$ cat config.mk
export PLATFORM = sky130hd
export DESIGN_NAME = nrz_frame_rx
export DESIGN_NICKNAME = d
export VERILOG_FILES = /design/src/rtl/nrz_rx_pkg.sv /design/src/rtl/nrz_rx_ctr.sv /design/src/rtl/nrz_rx_shifter.sv /design/src/rtl/nrz_frame_rx.sv
export SDC_FILE = /design/constraint.sdc
export NUM_CORES = 1
export LEC_CHECK = 0
export BUFFER_PORTS_ARGS = -buffer_cell sky130_fd_sc_hd__buf_2
export CORE_AREA = 5 5 98 100
export CTS_CLUSTER_DIAMETER = 100
export DETAILED_ROUTE_END_ITERATION = 10
export DIE_AREA = 0 0 103 105
export SKIP_LAST_GASP = 1
export SLEW_MARGIN = 20
export SYNTH_ARGS = -nofsm -noshare
export SYNTH_HDL_FRONTEND = slang
export SYNTH_SLANG_ARGS = --single-unit
$ cat constraint.sdc
create_clock -name clk -period 2.9 [get_ports clk]
set_input_delay 0.58 -clock clk [delete_from_list [all_inputs] [get_ports clk]]
set_output_delay 0.58 -clock clk [all_outputs]
set_load 0.005 [all_outputs]
$ cat src/rtl/nrz_rx_pkg.sv
package nrz_rx_pkg;

    typedef enum logic [1:0] {
        RX_HUNT,
        RX_SOF_LOW,
        RX_GAP,
        RX_CHAR
    } rx_state_e;

endpackage

$ cat src/rtl/nrz_rx_ctr.sv
// Up counter with synchronous clear (priority) and optional wrap modulus.
module nrz_rx_ctr #(
    parameter int W   = 4,
    parameter int MOD = 0
) (
    input  logic         clk,
    input  logic         rst_n,
    input  logic         clr,
    input  logic         inc,
    output logic [W-1:0] q
);
    localparam logic [W-1:0] LAST = (MOD > 0) ? W'(MOD - 1) : '0;

    generate
        if (MOD > 0) begin : g_wrap
            always_ff @(posedge clk or negedge rst_n) begin
                if (!rst_n)   q <= '0;
                else if (clr) q <= '0;
                else if (inc) q <= (q == LAST) ? '0 : q + 1'b1;
            end
        end else begin : g_plain
            always_ff @(posedge clk or negedge rst_n) begin
                if (!rst_n)   q <= '0;
                else if (clr) q <= '0;
                else if (inc) q <= q + 1'b1;
            end
        end
    endgenerate
endmodule

$ cat src/rtl/nrz_rx_shifter.sv
// Right-shifting character register; classification looks at the word
// that results from the shift in progress.
module nrz_rx_shifter #(
    parameter int CW = 10
) (
    input  logic          clk,
    input  logic          rst_n,
    input  logic          clr,
    input  logic          shift,
    input  logic          din,
    output logic [CW-3:0] data_nxt,
    output logic          is_data,
    output logic          is_end
);
    logic [CW-1:0] word_q;
    logic [CW-1:0] word_nxt;

    assign word_nxt = {din, word_q[CW-1:1]};
    assign data_nxt = word_nxt[CW-2:1];
    assign is_data  = word_nxt[CW-1] & ~word_nxt[0];
    assign is_end   = (word_nxt == '0);

    always_ff @(posedge clk or negedge rst_n) begin
        if (!rst_n)     word_q <= '0;
        else if (clr)   word_q <= '0;
        else if (shift) word_q <= word_nxt;
    end
endmodule

$ cat src/rtl/nrz_frame_rx.sv
module nrz_frame_rx
    import nrz_rx_pkg::*;
#(
    parameter int SPB         = 4,
    parameter int SMP_PHASE   = 2,
    parameter int SOF_MIN_LOW = 10,
    parameter int SOF_MAX_LOW = 12,
    parameter int GAP_MAX     = 25,
    parameter int DATA_W      = 8,
    parameter int LEN_W       = 8
) (
    input  logic              clk,
    input  logic              rst_n,
    input  logic              smp_valid,
    input  logic              smp_bit,
    input  logic [LEN_W-1:0]  max_len,
    output logic              wr_en,
    output logic [LEN_W-1:0]  wr_addr,
    output logic [DATA_W-1:0] wr_data,
    output logic              frame_done,
    output logic [LEN_W-1:0]  frame_len,
    output logic              busy
);
    localparam int CHAR_W  = DATA_W + 2;
    localparam int RUN_M1  = (GAP_MAX > SOF_MAX_LOW) ? GAP_MAX : SOF_MAX_LOW;
    localparam int RUN_MAX = (RUN_M1 > CHAR_W) ? RUN_M1 : CHAR_W;
    localparam int RUN_W   = $clog2(RUN_MAX + 2);
    localparam int PH_W    = (SPB > 2) ? $clog2(SPB) : 1;

    localparam logic [RUN_W-1:0] SOF_MIN_V  = RUN_W'(SOF_MIN_LOW);
    localparam logic [RUN_W-1:0] SOF_MAX_V  = RUN_W'(SOF_MAX_LOW);
    localparam logic [RUN_W-1:0] GAP_MAX_V  = RUN_W'(GAP_MAX);
    localparam logic [RUN_W-1:0] LAST_BIT_V = RUN_W'(CHAR_W - 1);
    localparam logic [PH_W-1:0]  PH_PRE     = PH_W'(SMP_PHASE - 1);

    rx_state_e st_q, st_d;

    logic [PH_W-1:0]   ph_q;
    logic [RUN_W-1:0]  run_q;
    logic [LEN_W-1:0]  bc_q;
    logic [LEN_W:0]    bc_next;
    logic [DATA_W-1:0] sh_data;
    logic              sh_is_data, sh_is_end;

    logic ph_clr, ph_inc, run_clr, run_inc, sh_clr, sh_shift, bc_clr, bc_inc;
    logic ev_byte, ev_end, at_smp;

    assign at_smp  = smp_valid && (ph_q == PH_PRE);
    assign bc_next = {1'b0, bc_q} + 1'b1;

    // Sample position within the current bit
    nrz_rx_ctr #(.W(PH_W), .MOD(SPB)) u_phase (
        .clk(clk), .rst_n(rst_n), .clr(ph_clr), .inc(ph_inc), .q(ph_q)
    );

    // Shared run counter: low bits in SOF, idle samples in gap, bits in char
    nrz_rx_ctr #(.W(RUN_W), .MOD(0)) u_run (
        .clk(clk), .rst_n(rst_n), .clr(run_clr), .inc(run_inc), .q(run_q)
    );

    // Stored byte count
    nrz_rx_ctr #(.W(LEN_W), .MOD(0)) u_bytes (
        .clk(clk), .rst_n(rst_n), .clr(bc_clr), .inc(bc_inc), .q(bc_q)
    );

    nrz_rx_shifter #(.CW(CHAR_W)) u_shift (
        .clk(clk), .rst_n(rst_n), .clr(sh_clr), .shift(sh_shift), .din(smp_bit),
        .data_nxt(sh_data), .is_data(sh_is_data), .is_end(sh_is_end)
    );

    always_comb begin
        st_d     = st_q;
        ph_clr   = 1'b0;
        ph_inc   = 1'b0;
        run_clr  = 1'b0;
        run_inc  = 1'b0;
        sh_clr   = 1'b0;
        sh_shift = 1'b0;
        bc_clr   = 1'b0;
        bc_inc   = 1'b0;
        ev_byte  = 1'b0;
        ev_end   = 1'b0;
        unique case (st_q)
            RX_HUNT: begin
                if (smp_valid && !smp_bit) begin
                    st_d    = RX_SOF_LOW;
                    ph_clr  = 1'b1;
                    run_clr = 1'b1;
                end
            end
            RX_SOF_LOW: begin
                ph_inc = smp_valid;
                if (at_smp) begin
                    if (smp_bit) begin
                        if (run_q >= SOF_MIN_V) begin
                            st_d    = RX_GAP;
                            run_clr = 1'b1;
                            bc_clr  = 1'b1;
                        end else begin
                            st_d = RX_HUNT;
                        end
                    end else if (run_q >= SOF_MAX_V) begin
                        st_d = RX_HUNT;
                    end else begin
                        run_inc = 1'b1;
                    end
                end
            end
            RX_GAP: begin
                if (smp_valid) begin
                    if (smp_bit) begin
                        if (run_q >= GAP_MAX_V) st_d = RX_HUNT;
                        else                    run_inc = 1'b1;
                    end else begin
                        st_d    = RX_CHAR;
                        ph_clr  = 1'b1;
                        run_clr = 1'b1;
                        sh_clr  = 1'b1;
                    end
                end
            end
            RX_CHAR: begin
                ph_inc = smp_valid;
                if (at_smp) begin
                    sh_shift = 1'b1;
                    run_inc  = 1'b1;
                    if (run_q == LAST_BIT_V) begin
                        if (sh_is_data) begin
                            ev_byte = 1'b1;
                            bc_inc  = 1'b1;
                            if (bc_next >= {1'b0, max_len}) begin
                                st_d = RX_HUNT;
                            end else begin
                                st_d    = RX_GAP;
                                run_clr = 1'b1;
                            end
                        end else if (sh_is_end) begin
                            st_d   = RX_HUNT;
                            ev_end = (bc_q != '0);
                        end else begin
                            st_d = RX_HUNT;
                        end
                    end
                end
            end
        endcase
    end

    always_ff @(posedge clk or negedge rst_n) begin
        if (!rst_n) st_q <= RX_HUNT;
        else        st_q <= st_d;
    end

    always_ff @(posedge clk or negedge rst_n) begin
        if (!rst_n) begin
            wr_en      <= 1'b0;
            wr_addr    <= '0;
            wr_data    <= '0;
            frame_done <= 1'b0;
            frame_len  <= '0;
            busy       <= 1'b0;
        end else begin
            wr_en      <= ev_byte;
            frame_done <= ev_end;
            busy       <= (st_d == RX_GAP) || (st_d == RX_CHAR);
            if (ev_byte) begin
                wr_addr <= bc_q;
                wr_data <= sh_data;
            end
            if (ev_end) frame_len <= bc_q;
        end
    end
endmodule

# Yosys cells after proc, flatten, opt, wreduce, memory -nomap -nowiden
# Index checks and enable logic that the tools add are counted.
[classes] addsub=4 n_lt_le_gt_ge=4 n_eq_ne=8 mux=55 bitwise_logic=2 reduce_logical=12
[op_table] operator="2-to-1 mux 1 bit" n=30
[op_table] operator="2-to-1 mux 2 bit" n=15
[op_table] operator="2-to-1 mux 10 bit" n=2
[op_table] operator="2-to-1 mux 8 bit" n=2
[op_table] operator="== test 2 bit, second input constant" n=5
[op_table] operator="greater-or-equal comparator 5 x 4 -> 1 bit, second input constant" n=2
[op_table] operator="logical NOT 10 bit" n=1
[op_table] operator="2-to-1 mux 5 bit" n=2
[op_table] operator="adder 8 x 1 -> 9 bit, second input constant" n=1
[op_table] operator="greater-or-equal comparator 9 x 8 -> 1 bit" n=1
[op_table] operator="adder 8 x 1 -> 8 bit, second input constant" n=1
[op_table] operator="case mux 2 bit (4 select lines)" n=1
[op_table] operator="nonzero test 2 bit" n=4
[op_table] operator="nonzero test 8 bit" n=1
[op_table] operator="adder 5 x 1 -> 5 bit, second input constant" n=1
[op_table] operator="== test 5 x 4 -> 1 bit, second input constant" n=1
[op_table] operator="greater-or-equal comparator 5 bit, second input constant" n=1
[op_table] operator="== test 2 x 1 -> 1 bit, second input constant" n=2
[op_table] operator="case mux 1 bit (4 select lines)" n=1
[op_table] operator="case mux 1 bit (3 select lines)" n=1
[op_table] operator="adder 2 x 1 -> 2 bit, second input constant" n=1
[op_table] operator="logical AND 1 bit" n=2
[op_table] operator="logical NOT 2 bit" n=1
[op_table] operator="case mux 1 bit (2 select lines)" n=1
[op_table] operator="other kinds (5)" n=5
[word_totals] reg_bits=54 inputBits=12 output_inout_bits=27

# Longest topological paths before layout
[depth] depth_word=9 ltp_mapped=11 depth_no_buf=10

# Hierarchy
# Synthesis repeated with hierarchy kept, for this count alone.
[unflattened] cells_unflattened=283 hier_area_um2=2854.0
[modules_own_cells] mod="nrz_frame_rx" n_inst=1 cells_each=175 area_per_inst_um2=1652.8
[modules_own_cells] mod="nrz_rx_shifter" n_inst=1 cells_each=41 area_per_inst_um2=451.7
[modules_own_cells] mod="nrz_rx_ctr (u_bytes)" n_inst=1 cells_each=37 area_per_inst_um2=396.6
[modules_own_cells] mod="nrz_rx_ctr (u_run)" n_inst=1 cells_each=22 area_per_inst_um2=252.7
[modules_own_cells] mod="nrz_rx_ctr (u_phase)" n_inst=1 cells_each=8 area_per_inst_um2=100.1

# Least setup slack after synthesis
# No wires, ideal clock.
[synth_timing] path_type="register to register" from="register u_bytes.q[2]" to="register busy" setup_time_ps=124 arrival_time_ps=2301 path_slack_ps=475 stages_incl_launch_ff=12 path_cell_list="dfrtp_1 > clkbuf_1 > nand3_1 > nor3_1 > and3_1 > xor2_1 > ha_1 > and3_1 > o2111ai_1 > o2111ai_1 > inv_1 > a211o_1"
[synth_between] elab_chain_len=9 word_cells_on_any_way=10
[synth_lines] element="start: declaration" line_no="nrz_rx_ctr.sv:10" source="output logic [W-1:0] q"
[synth_lines] element="start signal: assignment" line_no="nrz_rx_ctr.sv:25" source="else if (inc) q <= q + 1'b1;"
[synth_lines] element="adder 8 x 1 -> 9 bit *" line_no="nrz_frame_rx.sv:49" source="assign bc_next = {1'b0, bc_q} + 1'b1;"
[synth_lines] element="greater-or-equal comparator 9 x 8 -> 1 bit *" line_no="nrz_frame_rx.sv:131" source="if (bc_next >= {1'b0, max_len}) begin"
[synth_lines] element="2-to-1 mux 2 bit *" line_no="nrz_frame_rx.sv:131"
[synth_lines] element="2-to-1 mux 2 bit *" line_no="nrz_frame_rx.sv:128" source="if (sh_is_data) begin"
[synth_lines] element="2-to-1 mux 2 bit *" line_no="nrz_frame_rx.sv:127" source="if (run_q == LAST_BIT_V) begin"
[synth_lines] element="2-to-1 mux 2 bit *" line_no="nrz_frame_rx.sv:124" source="if (at_smp) begin"
[synth_lines] element="case mux 2 bit (4 select lines) *" line_no="nrz_frame_rx.sv:83" source="unique case (st_q)"
[synth_lines] element="== test 2 bit" line_no="nrz_frame_rx.sv:165" source="busy <= (st_d == RX_GAP) || (st_d == RX_CHAR);"
[synth_lines] element="logical OR 1 bit *" line_no="nrz_frame_rx.sv:165"
[synth_lines] element="end signal: assignment" line_no="nrz_frame_rx.sv:165"
[synth_lines] element="end: declaration" line_no="nrz_frame_rx.sv:22" source="output logic busy"
# Every way passes the cells marked *; elsewhere a longest branch is shown, timed or not.
# A chain may end at the register's enable or synchronous reset.

# Final worst setup path
[layout_timing] from="register u_bytes.q[0]" to="register u_run.q[1]"
[layout_between] elab_chain_len=8 word_cells_on_any_way=9
[layout_lines] element="adder 8 x 1 -> 9 bit *" line_no="nrz_frame_rx.sv:49"
[layout_lines] element="greater-or-equal comparator 9 x 8 -> 1 bit *" line_no="nrz_frame_rx.sv:131"
[layout_lines] element="2-to-1 mux 1 bit *" line_no="nrz_frame_rx.sv:131"
[layout_lines] element="2-to-1 mux 1 bit *" line_no="nrz_frame_rx.sv:128"
[layout_lines] element="2-to-1 mux 1 bit *" line_no="nrz_frame_rx.sv:127"
[layout_lines] element="2-to-1 mux 1 bit *" line_no="nrz_frame_rx.sv:124"
[layout_lines] element="case mux 1 bit (4 select lines) *" line_no="nrz_frame_rx.sv:83"
[layout_lines] element="2-to-1 mux 5 bit / nonzero test 2 bit (equally long branches)"
[layout_lines] element="end signal: assignment" line_no="nrz_rx_ctr.sv:25"
[layout_lines] element="end: declaration" line_no="nrz_rx_ctr.sv:10"
# Marks and branches as above.

==> impl_metrics.tcl <==
set metrics [dict create \
    hold_path.class "in -> async" \
    area_delta_synth_final_pct 15.1 \
    relSlewSlack 0.481 \
    cts-root-buf "clkbuf_8" \
    drtIter0Drc 94 \
    power.density_nw_per_um2 488 \
    netlist_area_um2 2690 \
    async_reset_ff_frac 1.00 \
    critPathLaunchType "flip-flop" \
    status "finished, final reports clean" \
    p_seq_frac 0.548 \
    wire_per_inst_um 13.8 \
    setup_tns_ns 0 \
    p_switching_mw 0.412 \
    fin_util 0.360 \
    total_leakage_power_nw 1.61 \
    synth_seq_area_share 0.493 \
    drive_gt1_frac 0.201 \
    use_met2 0.193 \
    synthDistinctLibCells 43 \
    ant_nets 0 \
    remaining_drc_errors 0 \
    cpMaxStageDelayCell "dfrtp_1" \
    power.internal_mw 1.10 \
    multi_input_area_um2 1240 \
    synth_edf_count 0 \
    grt_pass1_wl_mm 9.96 \
    p_total_mw 1.51 \
    grt_pass1_vias 2054 \
    cts_setup_buffers 0 \
    synth_ff_type "dfrtp_1" \
    grt_overflow 0 \
    core_area_um2 8590 \
    vias 2055 \
    critical-path-top-delay-family "simple AND/OR/NAND/NOR gates" \
    reg2reg_to "u_run.q[1]" \
    final_common_cell "nand2_1" \
    crit_chain "ha_2, nand4_1, or2_2, xnor2_1, ha_1, and3_1, o2111ai_1, o2111ai_1, nand2_1, a211oi_1" \
    crit_path_frequent_cell "o2111ai_1" \
    ir_worst_vdd_mv 0.159 \
    clock_sinks 53 \
    firstDrtPassIters 4 \
    crit-reg2reg-launch "u_bytes.q[0]" \
    clock_latency_ns 0.31 \
    clk_pin_slew_ns 0.10 \
    crit_type "reg -> reg" \
    cp.required_ns 3.12 \
    p_sw_frac 0.273 \
    path_buf_inv 0 \
    final_cell_area_um2 3100 \
    cts_inserted_buffers 5 \
    routabilityCongestion 0.811 \
    synth_warnings 0 \
    synth_seq_cells 53 \
    grt_usage 0.114 \
    path_max_fanout 6 \
    grt_use_met3 0.0280 \
    final_nets 344 \
    period_needed_ns 2.60 \
    slew_violations 0 \
    clock.fmax_mhz 384 \
    cap_violations 0 \
    power_frac_comb 0.111 \
    cts_tree "done" \
    fillers 881 \
    synth_area_per_cell_um2 9.50 \
    pin_count 39 \
    finalClockSkew_ns 0.0109 \
    critical_path.endpoint_type "flip-flop" \
    top_usage_layer "met2" \
    tightest_slew_ns 0.778 \
    via_per_inst 4.82 \
    cts_buffer_depth 2 \
    post-route-period-util 0.898 \
    place_area_um2 2980 \
    synth_fp_nets 310 \
    r2r_cells 10 \
    antenna_found_initial 0 \
    start_util 0.313 \
    post-dp-hpwl_mm 4.43 \
    final_cell_mix "72 x nand2_1, 53 x dfrtp_1, 38 x buf_2" \
    finalWirelength_mm 5.88 \
    io_buffers 38 \
    r2r_slack_ns 0.30 \
    worstPathArrival_ns 2.82 \
    die_x_um 103 \
    rsz0062_at_grt "no" \
    cts_hold_buffers 0 \
    htreeDepth 2 \
    placementRows 34 \
    grt_max_degree 37 \
    setup_violations 0 \
    use_met1 0.143 \
    synthCells 283 \
    hold_viol_final 0 \
    antennaDiodeCount 0 \
    die_h_um 105 \
    die_area_um2 10800 \
    clkPwrFrac 0.341 \
    max_stage_delay_ns 0.48 \
    regArea_um2 1330 \
]
sequential cells by signal, summed over array words and instances (netlist names):
name / flops
busy: 1
frame_done: 1
frame_len: 8
st_q: 2
u_bytes.q: 8
u_phase.q: 2
u_run.q: 5
u_shift.word_q: 9
wr_addr: 8
wr_data: 8
wr_en: 1
cells in the mapped netlist (2+ instances only):
| master | number | share of area |
|---|---|---|
| clkbuf_2 | 2 | 0.0037 |
| nand4_1 | 2 | 0.0047 |
| a22o_1 | 4 | 0.013 |
| dfrtp_1 | 53 | 0.49 |
| o2111ai_1 | 2 | 0.0065 |
| xor2_1 | 2 | 0.0065 |
| clkbuf_1 | 8 | 0.011 |
| a21o_1 | 2 | 0.0056 |
| a211o_1 | 2 | 0.0065 |
| ha_1 | 15 | 0.070 |
| o31ai_1 | 2 | 0.0056 |
| nand2b_1 | 2 | 0.0047 |
| o21ai_0 | 15 | 0.028 |
| buf_2 | 3 | 0.0056 |
| nand3_1 | 7 | 0.013 |
| and2_1 | 2 | 0.0047 |
| nor3_1 | 5 | 0.0093 |
| nor2_1 | 12 | 0.017 |
| and3_1 | 3 | 0.0070 |
| inv_1 | 17 | 0.024 |
| mux2_2 | 7 | 0.029 |
| nor4_1 | 4 | 0.0093 |
| a21oi_1 | 11 | 0.020 |
| xnor2_1 | 9 | 0.029 |
| nand2_1 | 72 | 0.10 |
| a211oi_1 | 3 | 0.0084 |
worst max-delay path by stage:
| stage | startpoint | to | slack, ns | depth (start not counted) |
|---|---|---|---|---|
| global route | u_bytes.q[0] | u_run.q[1] | 0.03 | 10 |
| CTS | u_bytes.q[0] | u_run.q[1] | 0.24 | 10 |
| finish | u_bytes.q[0] | u_run.q[1] | 0.30 | 10 |
| detailed placement | u_bytes.q[0] | u_run.q[1] | 0.25 | 10 |
| global placement | u_bytes.q[0] | u_run.q[1] | 0.34 | 10 |
| floorplan | u_bytes.q[2] | busy | 0.48 | 11 |
kinds of logic after synthesis:
kind of cell / after synthesis / share of synthesized area
flops: 53 / 0.493
compound gates: 48 / 0.120
mux: 7 / 0.0293
buf+inv: 31 / 0.0470
fa+ha+maj: 15 / 0.0698
simple gates: 118 / 0.205
xor+xnor: 11 / 0.0358
metal layers:
layer | vias up | part of all wire
met5 | - | 0
met2 | 39 | 0.47
met1 | 990 | 0.46
met3 | 6 | 0.057
li1 | 1020 | -
met4 | 0 | 0.013
what timing repair did:
item,in CTS,in global routing
hold endpoints to repair,0,0
gates resized for setup,0,1
endpoints found under the setup margin,0,1
area by class of cell:
type                       count  area share
multi-input combinational    199       0.402
clock buffer                   5      0.0222
clock inverter                 3      0.0141
tap                          108      0.0437
sequential                    53       0.428
inverter                      17      0.0206
timing repair buffer          41      0.0687
power by group through the flow:
stage	sequential, mW	clock, mW	combinational [mW]
after floorplan	0.814	0	0.134
after global placement	0.839	0	0.162
after detailed placement	0.840	0	0.171
after CTS	0.827	0.530	0.171
after global routing	0.835	0.560	0.193
final	0.828	0.515	0.167
worst register-to-register path: stages, from the launching register on:
cell and delay, ns:
dfrtp_1 0.48, ha_2 0.27, nand4_1 0.13, or2_2 0.33
xnor2_1 0.14, ha_1 0.29, and3_1 0.17, o2111ai_1 0.10
o2111ai_1 0.26, nand2_1 0.17, a211oi_1 0.19
metrics by stage:
stage	hold WS, ns	setup slack [ns]	cells
6_report	0.180	0.296	426
5_1_grt	0.211	0.0303	426
4_1_cts	0.189	0.244	426
3_5_place_dp	0.455	0.247	418
3_3_place_gp	0.448	0.342	418
2_1_floorplan	0.284	0.475	283
Power figures use the tool's default switching activity.
